===== src/rtl/irq_pin_pkg.sv =====
package irq_pin_pkg;

    typedef enum logic [1:0] {
        PIN_IDLE   = 2'd0,
        PIN_ACTIVE = 2'd1,
        PIN_GAP    = 2'd2
    } pin_state_e;

    localparam int PIN_PRI = 0;
    localparam int PIN_SEC = 1;
    localparam int NUM_PINS = 2;

endpackage


===== src/rtl/irq_req_bank.sv =====
module irq_req_bank #(
    parameter int NUM_REQ  = 16,
    parameter int GPI_BASE = 8,
    parameter int GPI_CNT  = 8
) (
    input  logic               clk,
    input  logic               rst_n,
    input  logic [NUM_REQ-1:0] set_i,
    input  logic [NUM_REQ-1:0] clr_i,
    input  logic [NUM_REQ-1:0] en_i,
    input  logic               route_eff_i,
    output logic [1:0]         pend_o,
    output logic [1:0]         clr_evt_o
);

    function automatic logic [NUM_REQ-1:0] gpi_mask_f();
        logic [NUM_REQ-1:0] m;
        m = '0;
        for (int i = 0; i < NUM_REQ; i++) begin
            if (i >= GPI_BASE && i < GPI_BASE + GPI_CNT) m[i] = 1'b1;
        end
        return m;
    endfunction

    localparam logic [NUM_REQ-1:0] GPI_MASK = gpi_mask_f();

    logic [NUM_REQ-1:0] flag_q;
    logic [NUM_REQ-1:0] live;
    logic [NUM_REQ-1:0] hit;
    logic [NUM_REQ-1:0] sec_mask;
    logic [NUM_REQ-1:0] pri_mask;
    logic [1:0]         evt_q;

    assign sec_mask = route_eff_i ? GPI_MASK : '0;
    assign pri_mask = ~sec_mask;
    assign live     = flag_q & en_i;
    // enabled pending flags removed by a strobe this cycle
    assign hit      = live & clr_i & ~set_i;

    always_ff @(posedge clk or negedge rst_n) begin
        if (!rst_n) begin
            flag_q <= '0;
            evt_q  <= '0;
        end else begin
            flag_q <= set_i | (flag_q & ~clr_i);
            evt_q  <= {|(hit & sec_mask), |(hit & pri_mask)};
        end
    end

    assign pend_o    = {|(live & sec_mask), |(live & pri_mask)};
    assign clr_evt_o = evt_q;

    // a set pulse always leaves its flag latched
    p_set_wins_r1: assert property (@(posedge clk) disable iff (!rst_n)
        1'b1 |=> ((flag_q & $past(set_i)) == $past(set_i)));

    // a clear strobe without a set pulse leaves the flag cleared
    p_clear_takes_r1: assert property (@(posedge clk) disable iff (!rst_n)
        1'b1 |=> ((flag_q & $past(clr_i) & ~$past(set_i)) == '0));

endmodule


===== src/rtl/irq_pin_fsm.sv =====
module irq_pin_fsm
    import irq_pin_pkg::*;
#(
    parameter int GAP_W0 = 128,
    parameter int GAP_W1 = 64,
    parameter int GAP_W2 = 32,
    parameter int GAP_W3 = 16
) (
    input  logic       clk,
    input  logic       rst_n,
    input  logic       edge_mode_i,
    input  logic       pend_i,
    input  logic       clr_evt_i,
    input  logic [1:0] gap_sel_i,
    output logic       active_o
);

    localparam int GAP_M01 = (GAP_W0 > GAP_W1) ? GAP_W0 : GAP_W1;
    localparam int GAP_M23 = (GAP_W2 > GAP_W3) ? GAP_W2 : GAP_W3;
    localparam int GAP_MAX = (GAP_M01 > GAP_M23) ? GAP_M01 : GAP_M23;
    localparam int CW      = $clog2(GAP_MAX + 1);

    pin_state_e      state_q, state_d;
    logic [CW-1:0]   cnt_q, cnt_d;

    function automatic logic [CW-1:0] gap_load_f(input logic [1:0] sel);
        logic [CW-1:0] v;
        unique case (sel)
            2'b00: v = CW'(GAP_W0 - 1);
            2'b01: v = CW'(GAP_W1 - 1);
            2'b10: v = CW'(GAP_W2 - 1);
            default: v = CW'(GAP_W3 - 1);
        endcase
        return v;
    endfunction

    always_comb begin
        state_d = state_q;
        cnt_d   = cnt_q;
        unique case (state_q)
            PIN_IDLE: begin
                if (pend_i) state_d = PIN_ACTIVE;
            end
            PIN_ACTIVE: begin
                if (!pend_i) begin
                    state_d = PIN_IDLE;
                end else if (edge_mode_i && clr_evt_i) begin
                    state_d = PIN_GAP;
                    cnt_d   = gap_load_f(gap_sel_i);
                end
            end
            PIN_GAP: begin
                if (!edge_mode_i || cnt_q == '0) begin
                    state_d = pend_i ? PIN_ACTIVE : PIN_IDLE;
                    cnt_d   = '0;
                end else begin
                    cnt_d = cnt_q - 1'b1;
                end
            end
            default: begin
                state_d = PIN_IDLE;
                cnt_d   = '0;
            end
        endcase
    end

    always_ff @(posedge clk or negedge rst_n) begin
        if (!rst_n) begin
            state_q <= PIN_IDLE;
            cnt_q   <= '0;
        end else begin
            state_q <= state_d;
            cnt_q   <= cnt_d;
        end
    end

    always_comb begin
        active_o = (state_q == PIN_ACTIVE);
    end

    // a gap is only entered from the active state while in edge mode
    p_gap_entry_r7: assert property (@(posedge clk) disable iff (!rst_n)
        (state_q == PIN_GAP && $past(state_q) != PIN_GAP)
        |-> ($past(state_q) == PIN_ACTIVE && $past(edge_mode_i)));

    // the gap counter stays below the longest programmed width
    p_gap_bound_r8: assert property (@(posedge clk) disable iff (!rst_n)
        (state_q == PIN_GAP) |-> (int'(cnt_q) < GAP_MAX));

    // level mode held for two cycles never shows a gap
    p_level_no_gap_r3: assert property (@(posedge clk) disable iff (!rst_n)
        (!edge_mode_i && $past(!edge_mode_i)) |-> (state_q != PIN_GAP));

endmodule


===== src/rtl/irq_pad_drive.sv =====
module irq_pad_drive (
    input  logic active_i,
    input  logic edge_mode_i,
    input  logic active_high_i,
    input  logic pin_en_i,
    output logic drive_o,
    output logic oe_o
);

    always_comb begin
        if (!pin_en_i) begin
            drive_o = 1'b0;
            oe_o    = 1'b0;
        end else if (!edge_mode_i) begin
            drive_o = 1'b0;
            oe_o    = active_i;
        end else begin
            drive_o = active_i ? active_high_i : ~active_high_i;
            oe_o    = 1'b1;
        end
    end

endmodule


===== src/rtl/irq_pin_ctrl.sv =====
module irq_pin_ctrl
    import irq_pin_pkg::*;
#(
    parameter int NUM_REQ  = 16,
    parameter int GPI_BASE = 8,
    parameter int GPI_CNT  = 8,
    parameter int GAP_W0   = 128,
    parameter int GAP_W1   = 64,
    parameter int GAP_W2   = 32,
    parameter int GAP_W3   = 16
) (
    input  logic               clk,
    input  logic               rst_n,
    input  logic [NUM_REQ-1:0] req_set_i,
    input  logic [NUM_REQ-1:0] req_clr_i,
    input  logic [NUM_REQ-1:0] req_en_i,
    input  logic               edge_mode_i,
    input  logic               active_high_i,
    input  logic [1:0]         gap_sel_i,
    input  logic               gpi_route_i,
    input  logic [1:0]         sec_sel_i,
    output logic               pri_drive_o,
    output logic               pri_oe_o,
    output logic               sec_drive_o,
    output logic               sec_oe_o
);

    localparam logic [1:0] SEC_IRQ_SEL = 2'b10;

    logic                route_eff;
    logic [NUM_PINS-1:0] pend;
    logic [NUM_PINS-1:0] clr_evt;
    logic [NUM_PINS-1:0] pin_en;
    logic [NUM_PINS-1:0] active;
    logic [NUM_PINS-1:0] drive;
    logic [NUM_PINS-1:0] oe;

    assign route_eff = gpi_route_i && (sec_sel_i == SEC_IRQ_SEL);
    assign pin_en    = {route_eff, 1'b1};

    irq_req_bank #(
        .NUM_REQ  (NUM_REQ),
        .GPI_BASE (GPI_BASE),
        .GPI_CNT  (GPI_CNT)
    ) u_bank (
        .clk         (clk),
        .rst_n       (rst_n),
        .set_i       (req_set_i),
        .clr_i       (req_clr_i),
        .en_i        (req_en_i),
        .route_eff_i (route_eff),
        .pend_o      (pend),
        .clr_evt_o   (clr_evt)
    );

    for (genvar g = 0; g < NUM_PINS; g++) begin : g_pin
        irq_pin_fsm #(
            .GAP_W0 (GAP_W0),
            .GAP_W1 (GAP_W1),
            .GAP_W2 (GAP_W2),
            .GAP_W3 (GAP_W3)
        ) u_fsm (
            .clk         (clk),
            .rst_n       (rst_n),
            .edge_mode_i (edge_mode_i),
            .pend_i      (pend[g]),
            .clr_evt_i   (clr_evt[g]),
            .gap_sel_i   (gap_sel_i),
            .active_o    (active[g])
        );

        irq_pad_drive u_pad (
            .active_i      (active[g]),
            .edge_mode_i   (edge_mode_i),
            .active_high_i (active_high_i),
            .pin_en_i      (pin_en[g]),
            .drive_o       (drive[g]),
            .oe_o          (oe[g])
        );
    end

    assign pri_drive_o = drive[PIN_PRI];
    assign pri_oe_o    = oe[PIN_PRI];
    assign sec_drive_o = drive[PIN_SEC];
    assign sec_oe_o    = oe[PIN_SEC];

    // level mode never drives the pin high, whatever the polarity
    p_level_low_r4: assert property (@(posedge clk) disable iff (!rst_n)
        !edge_mode_i |-> (!pri_drive_o && !sec_drive_o));

    // secondary pin is released unless its interrupt role is selected
    p_sec_off_r12: assert property (@(posedge clk) disable iff (!rst_n)
        !(gpi_route_i && sec_sel_i == 2'b10) |-> (!sec_oe_o && !sec_drive_o));

    // edge mode always enables the primary driver
    p_edge_oe_r5: assert property (@(posedge clk) disable iff (!rst_n)
        edge_mode_i |-> pri_oe_o);

endmodule


===== config.mk =====
export PLATFORM = sky130hd
export DESIGN_NAME = irq_pin_ctrl
export DESIGN_NICKNAME = d
export VERILOG_FILES = /design/src/rtl/irq_pin_pkg.sv /design/src/rtl/irq_req_bank.sv /design/src/rtl/irq_pin_fsm.sv /design/src/rtl/irq_pad_drive.sv /design/src/rtl/irq_pin_ctrl.sv
export SDC_FILE = /design/constraint.sdc
export NUM_CORES = 1
export LEC_CHECK = 0
export BUFFER_PORTS_ARGS = -buffer_cell sky130_fd_sc_hd__buf_2
export CAP_MARGIN = 20
export CELL_PAD_IN_SITES_DETAIL_PLACEMENT = 2
export CELL_PAD_IN_SITES_GLOBAL_PLACEMENT = 2
export CORE_MARGIN = 3
export CORE_UTILIZATION = 33
export CTS_BUF_LIST = sky130_fd_sc_hd__clkbuf_8
export CTS_CLUSTER_DIAMETER = 100
export CTS_CLUSTER_SIZE = 8
export DETAILED_ROUTE_END_ITERATION = 16
export GPL_ROUTABILITY_DRIVEN = 1
export GPL_TIMING_DRIVEN = 0
export PLACE_DENSITY_LB_ADDON = 0.1
export SLEW_MARGIN = 5
export SYNTH_ARGS = -nofsm -noshare
export SYNTH_HDL_FRONTEND = slang
export SYNTH_HIERARCHICAL = 1
export SYNTH_SLANG_ARGS = --single-unit

===== constraint.sdc =====
create_clock -name clk -period 2.7 [get_ports clk]
set_clock_uncertainty 0.1 [all_clocks]
set_input_delay 0 -clock clk [delete_from_list [all_inputs] [get_ports clk]]
set_output_delay 0 -clock clk [all_outputs]
set_load 0.05 [all_outputs]

==> results of run 1 <==
## per-layer routing
metal	track usage, %	vias up
li1	-	1137
met1	26.3	1209
met2	38.9	56
met3	4.81	11
met4	6.03	0
met5	0	-
## sequential cells by signal, indices dropped and copies added (netlist names)
name and flops:
u_bank/flag_q 16, u_bank/clr_evt_o 2, g_pin.u_fsm/cnt_q 16, g_pin.u_fsm/state_q 4
## where the power goes
part | internal [mW] | total [mW] | switching (mW)
Sequential | 0.659 | 0.772 | 0.113
Clock | 0.171 | 0.373 | 0.202
Combinational | 0.481 | 1.10 | 0.623
Total | 1.31 | 2.25 | 0.938
## cell usage in the layout, fill, tap and decap left out, drive strengths merged, types with 3 or more instances in the layout
| cell | count |
|---|---|
| a21o | 20 |
| a21oi | 14 |
| a221o | 4 |
| a22oi | 4 |
| and2 | 4 |
| and3 | 3 |
| buf | 62 |
| clkbuf | 5 |
| dfrtp | 38 |
| dlygate4sd3 | 35 |
| ha | 12 |
| inv | 30 |
| mux2 | 4 |
| nand2 | 10 |
| nand3 | 6 |
| nand4 | 12 |
| nand4b | 16 |
| nor2 | 12 |
| nor2b | 4 |
| nor3 | 6 |
| nor3b | 4 |
| nor4 | 6 |
| o211ai | 4 |
| o21ai | 15 |
## cell type report
| cell class | instances | area, µm² | area share, % |
|---|---|---|---|
| tap | 96 | 120 | 3.70 |
| buffer | 2 | 10.0 | 0.308 |
| clock inverter | 2 | 7.51 | 0.231 |
| sequential | 38 | 951 | 29.3 |
| inverter | 28 | 105 | 3.24 |
| clock buffer | 5 | 68.8 | 2.12 |
| timing repair buffer | 95 | 651 | 20.0 |
| multi-input combinational | 182 | 1340 | 41.1 |
## cell usage after synthesis
master and instances:
o22ai_1 2, mux2_4 4, a21o_2 2, nand4_1 12, o21ai_1 10, a22o_1 2, nor4_1 4, xnor2_1 2
a31o_2 2, a221oi_1 1, o211ai_1 4, conb_1 1, dfrtp_1 38, nor3b_1 2, o2111ai_1 1, nand3_1 6
nor2b_1 4, a221o_1 4, nand4b_1 16, a22oi_1 4, a21oi_2 2, a21oi_1 12, ha_1 12, a211o_1 2
o21a_1 2, nor2_1 12, and2_1 4, nor3b_2 2, and3b_1 1, buf_2 2, nor4_4 2, o221ai_1 2
and3_1 3, o21ai_0 5, a221oi_2 1, or3_1 2, nand2_1 10, nor3_1 6, a21o_1 18, inv_1 28
## cell families after synthesis
kind of cell | Yosys count | synth area share (%)
muxes | 4 | 2.51
other | 1 | 0.157
xor gates and xnor gates | 2 | 0.734
buffers and inverters | 30 | 4.82
DFF | 38 | 39.8
AOI/OAI and AO/OA | 76 | 22.4
adders and majority gates | 12 | 6.29
and+or+nand+nor | 86 | 23.3
## final timing paths
| kind | from | cells past startpoint | slack [ps] | end |
|---|---|---|---|---|
| worst max-delay path | u_bank/flag_q[10]$_DFF_PN0_ | 8 | 230 | g_pin[0].u_fsm/cnt_q[3]$_DFFE_PN0P_ |
| worst min-delay path | req_en_i[2] | 5 | 60 | u_bank/clr_evt_o[0]$_DFF_PN0_ |
| worst max register to register | u_bank/flag_q[10]$_DFF_PN0_ | 8 | 230 | g_pin[0].u_fsm/cnt_q[3]$_DFFE_PN0P_ |
| worst min register to register | g_pin[0].u_fsm/cnt_q[7]$_DFFE_PN0P_ | 1 | 400 | g_pin[0].u_fsm/cnt_q[7]$_DFFE_PN0P_ |
| max in group asynchronous | rst_n | 2 | 1630 | u_bank/clr_evt_o[0]$_DFF_PN0_ |
| min in group asynchronous | rst_n | 2 | 290 | g_pin[0].u_fsm/cnt_q[2]$_DFFE_PN0P_ |
## critical path, stage by stage, from the launching register on
cell       delay, ps
dfrtp_1          400
a22o_1           190
a221oi_2          50
and3_1           180
o2111ai_1        390
nand3_1          240
a21oi_4          320
o21ai_1          130
a221o_1          360
## timing repair
action | CTS | global route
hold buffers | 35 | 0
buffers inserted | 0 | 0
endpoints found under the hold margin | 59 | 0
gates resized for setup | 0 | 2
setup endpoints to repair | 0 | 1
==> metrics.md, run 1 <==
| Metric | Value |
|---|---|
| Clk buf depth | `2` |
| Antenna violations before repair | `0` |
| Lkg Pwr | `about 1.6 nW` |
| Die area | `roughly 8300 µm²` |
| Final Cycle Share | `91.4%` |
| Final nets | `approximately 420` |
| Setup violators final | `0` |
| Dpl cells | `~400` |
| Mapped Area | `between 2000 and 2500 µm²` |
| Number of DRC markers after the initial detailed-route iteration | `93` |
| Router iterations before antenna repair | `4` |
| Starting Density | `roughly a third` |
| Fin worst setup slack | `approximately 230 ps` |
| Post-synth top area cell | `dfrtp_1` |
| Fin crit period | `~2500 ps` |
| Port bufs | `60` |
| Clock H-tree levels | `2` |
| Max Clk Rate | `about 400 MHz` |
| Final Max Tran Viols | `0` |
| Crit path max fanout | `8` |
| DR WL met2 | `approximately 4400 µm` |
| Total CTS buffers | `5` |
| Synth-to-layout area growth | `36.0%` |
| Distinct cell type count after synthesis | `40` |
| Setup TNS | `0 ps` |
| Synth top area share | `39.8%` |
| Share of cells above drive strength 1 | `23.6%` |
| Finished layout cell area | `roughly 3200 µm²` |
| Wire length on met1 | `~3700 µm` |
| Core area | `about 7000 µm²` |
| GP Congestion | `0.770` |
| Non-Filler Instances | `roughly 450` |
| Clk sink count | `38` |
| Synthesized area per cell | `9.59 µm²` |
| Status | `finished clean` |
| CTS clk-pin slew, worst paths | `approximately 80 ps` |
| Overall power | `between 2 and 2.5 mW` |
| Residual DRC | `0` |
| Post-place setup slack | `between 200 and 250 ps` |
| Placed cell area | `roughly 2800 µm²` |
| Max_cap viols | `0` |
| RSZ-0062 raised after global routing | `false` |
| Number of synthesized register bits | `38` |
| Final hold violations | `0` |
| Worst-Skew Late Latency | `290 ps` |
| Grt ovf | `0` |
| Root Buffer | `clkbuf_8` |
| Largest net degree at the start of global routing | `39` |
| Normalized max-slew margin | `39.1%` |
| Worst hold path class | `in -> reg` |
| WS Path Type | `reg -> reg` |
| Crit. End Element | `flop` |
| Maximum vdd drop | `~0.0002 V` |
| Chip width | `between 90 and 100 µm` |
| Fill count | `roughly 770` |
| CP arrival | `approximately 2500 ps` |
| DR WL met3 | `approximately 330 µm` |
| First-pass GRT wire length | `~15000 µm` |
| WL/cell | `between 15 and 20 µm` |
| Vias in the first global route | `approximately 2800` |
| Post-DP HPWL | `between 5000 and 6000 µm` |
| Uppermost layer routed | `met4` |
| Hold slack | `61.7 ps` |
| Slew @ Worst Pin | `913 ps` |
| Ant diodes | `0` |
| Die Ht | `between 90 and 100 µm` |
| Via Count | `~2400` |
| WL final | `approximately 8600 µm` |
| Cell Rows | `30` |
| Overall Global Routing Usage | `21.8%` |
| TritonCTS clock tree | `yes` |
| Sequential share of the synthesized area | `about two fifths` |
| PD cells | `~690 nW/µm²` |
| Synthesized instance count | `249` |
| Yosys warns | `6` |
| Required time worst endpoint | `2770 ps` |
| Largest cells by area after synthesis | `dfrtp_1 40%, ha_1 6.3%, nand4b_1 5.9%` |
| I/O pin count | `61` |
| Final Util | `a little under half` |
| Vias per inst | `roughly 5.4` |
| Remaining antenna violation count | `0` |
| CP startpoint kind | `flop` |
No activity file was read; power rests on OpenSTA's default activity.
==> run 2, diff against run 1 <==
--- a/config.mk
+++ b/config.mk
@@ -21,5 +21,4 @@
 export SLEW_MARGIN = 5
 export SYNTH_ARGS = -nofsm -noshare
 export SYNTH_HDL_FRONTEND = slang
-export SYNTH_HIERARCHICAL = 1
 export SYNTH_SLANG_ARGS = --single-unit
==> run 2 against run 1 <==
Sequential power up 8.4%. Critical path depth shrank 1. Global-route usage grew 3.1 points. Wire length is 17% higher. Combinational power grew 26%. Register-to-register slack worse by 20 ps. Synthesized area rose by 2.2%. Synthesized cell count grew 10%. Cell area grew 1.9%. Maximum frequency is 0.64% lower.
==> metrics.md, run 2 <==
| Metric | Value |
|---|---|
| Status | `finished clean (unchanged)` |
| Mapped Area | `2440 µm² (was 2390 µm²)` |
| I/O pin count | `61 (unchanged)` |
| Die Ht | `92.0 µm (was 91.1 µm)` |
| Port bufs | `59 (was 60)` |
| Antenna violations before repair | `0 (unchanged)` |
| Slew @ Worst Pin | `956 ps (was 913 ps)` |
| Largest net degree at the start of global routing | `39 (unchanged)` |
| Share of cells above drive strength 1 | `21.5% (was 23.6%)` |
| Clk buf depth | `2 (unchanged)` |
| Fin worst setup slack | `215 ps (was 231 ps)` |
| Worst R2R Path Depth | `7 (was 8)` |
| Hold Crit Endpoint | `u_bank.clr_evt_o[1]$_DFF_PN0_ (was u_bank/clr_evt_o[0]$_DFF_PN0_)` |
| Grt ovf | `0 (unchanged)` |
| TritonCTS clock tree | `yes (unchanged)` |
| Via Count | `2639 (was 2413)` |
| Max_cap viols | `0 (unchanged)` |
| Yosys warns | `0 (was 6)` |
| Setup TNS | `0 ps (unchanged)` |
| WL/cell | `21.2 µm (was 19.1 µm)` |
| Synth-to-layout area growth | `35.6% (was 36.0%)` |
| Worst-Skew Late Latency | `300 ps (was 290 ps)` |
| Commonest non-fill, non-tap cell in the layout | `buf_2 (unchanged)` |
| Sequential share of the synthesized area | `39.0% (was 39.8%)` |
| Overall Global Routing Usage | `24.9% (was 21.8%)` |
| RSZ-0062 raised after global routing | `false (unchanged)` |
| Number of synthesized flops with an enable pin | `0 (unchanged)` |
| Fin crit period | `2490 ps (was 2470 ps)` |
| Core area | `6980 µm² (was 6910 µm²)` |
| Post-place setup slack | `185 ps (was 245 ps)` |
| Hold Path Origin | `req_clr_i[9] (was req_en_i[2])` |
| Fill count | `774 (was 766)` |
| Normalized max-slew margin | `36.2% (was 39.1%)` |
| CTS clk-pin slew, worst paths | `90 ps (was 80 ps)` |
| Max Clk Rate | `402 MHz (was 405 MHz)` |
| Sequential Area | `951 µm² (unchanged)` |
| Total CTS buffers | `5 (unchanged)` |
| Clock H-tree levels | `2 (unchanged)` |
| Root Buffer | `clkbuf_8 (unchanged)` |
| Router iterations before antenna repair | `4 (unchanged)` |
| Hold Path Stages | `5 (unchanged)` |
| Residual DRC | `0 (unchanged)` |
| Lkg Pwr | `1.60 nW (was 1.58 nW)` |
| Biggest regs | `g_pin.u_fsm.cnt_q (16), u_bank.flag_q (16), g_pin.u_fsm.state_q (4) (was g_pin.u_fsm/cnt_q (16), u_bank/flag_q (16), g_pin.u_fsm/state_q (4))` |
| WL final | `10000 µm (was 8580 µm)` |
| Maximum vdd drop | `0.000260 V (was 0.000198 V)` |
| Distinct cell type count after synthesis | `51 (was 40)` |
| Post-DP HPWL | `5890 µm (was 5370 µm)` |
| Setup violators final | `0 (unchanged)` |
| Remaining antenna violation count | `0 (unchanged)` |
| Vias in the first global route | `3068 (was 2795)` |
| Uppermost layer routed | `met4 (unchanged)` |
| RR Startpoint | `g_pin[0].u_fsm.state_q[1]$_DFFE_PN0P_ (was u_bank/flag_q[10]$_DFF_PN0_)` |
| Final nets | `444 (was 421)` |
| Chip width | `92.0 µm (was 91.1 µm)` |
| FFs w/ async S/R, synth | `100% (unchanged)` |
| Cell Rows | `30 (unchanged)` |
| Commonest cells after routing, fill and taps aside | `62 x buf_2, 38 x dfrtp_1, 36 x dlygate4sd3_1 (was 62 x buf_2, 38 x dfrtp_1, 35 x dlygate4sd3_1)` |
| Required time worst endpoint | `2790 ps (was 2770 ps)` |
| Vias per inst | `5.58 (was 5.39)` |
| Post-synth top area cell | `dfrtp_1 (unchanged)` |
| R2R Setup Slk | `210 ps (was 230 ps)` |
| Number of DRC markers after the initial detailed-route iteration | `100 (was 93)` |
| CP arrival | `2580 ps (was 2540 ps)` |
| PD cells | `808 nW/µm² (was 692 nW/µm²)` |
| Starting Density | `35.0% (was 34.6%)` |
| Worst hold path class | `in -> reg (unchanged)` |
| DR WL met3 | `332 µm (was 325 µm)` |
| Synth Flop Type | `dfrtp_1 (unchanged)` |
| Clk sink count | `38 (unchanged)` |
| Area of the multi-input gates | `1340 µm² (about the same)` |
| Crit path max fanout | `10 (was 8)` |
| Ant diodes | `0 (unchanged)` |
| First-pass GRT wire length | `16700 µm (was 14600 µm)` |
| Top-count cell post-synth | `dfrtp_1 (unchanged)` |
| Die area | `8460 µm² (was 8290 µm²)` |
| DR WL met2 | `5210 µm (was 4430 µm)` |
| Setup Buffers After CTS | `0 (unchanged)` |
| Final Max Tran Viols | `0 (unchanged)` |
| Largest cells by area after synthesis | `dfrtp_1 39%, ha_1 5.6%, a21o_1 5.5% (was dfrtp_1 40%, ha_1 6.3%, nand4b_1 5.9%)` |
| Synthesized area per cell | `8.88 µm² (was 9.59 µm²)` |
| GP Congestion | `0.770 (about the same)` |
| Number of synthesized register bits | `38 (unchanged)` |
| Reg-to-Reg End | `g_pin[0].u_fsm.cnt_q[0]$_DFFE_PN0P_ (was g_pin[0].u_fsm/cnt_q[3]$_DFFE_PN0P_)` |
| WS Path Type | `reg -> reg (unchanged)` |
| Wire length on met1 | `4250 µm (was 3690 µm)` |
| Final Cycle Share | `92.0% (was 91.4%)` |
| Synth Net Count | `343` |
| Synthesized instance count | `275 (was 249)` |
| Synth top area share | `39.0% (was 39.8%)` |
| CP startpoint kind | `flop (unchanged)` |
| Final hold violations | `0 (unchanged)` |
| Crit. End Element | `flop (unchanged)` |
| Top post-synthesis cells by count | `38 x dfrtp_1, 33 x inv_1, 24 x nand2_1 (was 38 x dfrtp_1, 28 x inv_1, 18 x a21o_1)` |
run 2: cell types whose count changed in the layout (fill, tap and decap cells not counted), sizes merged, moves of 6 or more:
| cell | change |
|---|---|
| nand4b | -12 |
| nand4 | -7 |
| a21oi | -7 |
| nor2 | +6 |
| nand2 | +14 |
run 2: worst max-delay path by stage:
stage	startpoint	end	slack, ps
2_1_floorplan	g_pin[0].u_fsm.cnt_q[0]$_DFFE_PN0P_	g_pin[0].u_fsm.state_q[1]$_DFFE_PN0P_	530
3_3_place_gp	g_pin[0].u_fsm.state_q[1]$_DFFE_PN0P_	g_pin[0].u_fsm.cnt_q[1]$_DFFE_PN0P_	180
3_5_place_dp	g_pin[0].u_fsm.state_q[1]$_DFFE_PN0P_	g_pin[0].u_fsm.cnt_q[0]$_DFFE_PN0P_	180
4_1_cts	g_pin[0].u_fsm.state_q[1]$_DFFE_PN0P_	g_pin[0].u_fsm.cnt_q[0]$_DFFE_PN0P_	150
5_1_grt	g_pin[0].u_fsm.state_q[1]$_DFFE_PN0P_	g_pin[0].u_fsm.cnt_q[1]$_DFFE_PN0P_	30
6_report	g_pin[0].u_fsm.state_q[1]$_DFFE_PN0P_	g_pin[0].u_fsm.cnt_q[0]$_DFFE_PN0P_	210
run 2: routing by layer:
layer / up-vias / global-route usage, %
li1: 1207 / -
met1: 1345 / 31.4
met2: 66 / 44.2
met3: 21 / 3.45
met4: 0 / 7.43
met5: - / 0
run 2: report_power, final:
part | total (mW) | internal [mW] | switching, mW
Clock | 0.445 | 0.203 | 0.241
Combinational | 1.39 | 0.544 | 0.849
Sequential | 0.837 | 0.694 | 0.144
Total | 2.67 | 1.44 | 1.23
run 2: cell type report:
class	instances	share of cell area (%)
multi-input cells	196	40.4
flip-flops and latches	38	28.7
repair buffers	95	19.8
inverters	33	3.74
well taps	96	3.63
clock buffers	6	2.49
plain buffers	7	0.907
clock inverters	2	0.265
run 2: logic make-up after synthesis:
kind of cell,count (synthesis),synth area share (%)
DFF,38,39.0
adders and majority gates,11,5.64
and+or+nand+nor,89,19.0
buffers and inverters,41,6.46
xor gates and xnor gates,2,0.718
muxes,6,2.72
AOI/OAI and AO/OA,88,26.6
run 2: timing repair:
action                                  CTS  global route
endpoints found under the setup margin    0             5
hold endpoints to repair                 56             0
resized for setup                         0             1
hold buffers                             36             0
run 2: per-stage QoR:
| step | cells | util [%] | power, mW | instance area [µm²] | hold slack [ps] |
|---|---|---|---|---|---|
| finish | 473 | 47.4 | 2.67 | 3310 | 55.7 |
| global route | 473 | 47.4 | 2.88 | 3310 | 105 |
| CTS | 474 | 47.4 | 2.59 | 3310 | 65.0 |
| detailed placement | 430 | 40.9 | 2.12 | 2860 | 91.8 |
| global placement | 430 | 40.9 | 2.06 | 2860 | 90.6 |
| floorplan | 275 | - | 1.72 | 2440 | -396 |
run 2: critical path, cell delays in order (launching register included):
cell and delay (ps):
dfrtp_1 480, inv_1 120, ha_1 420, nand2_1 180
o21ai_0 270, a31o_2 240, buf_2 200, mux2_2 360
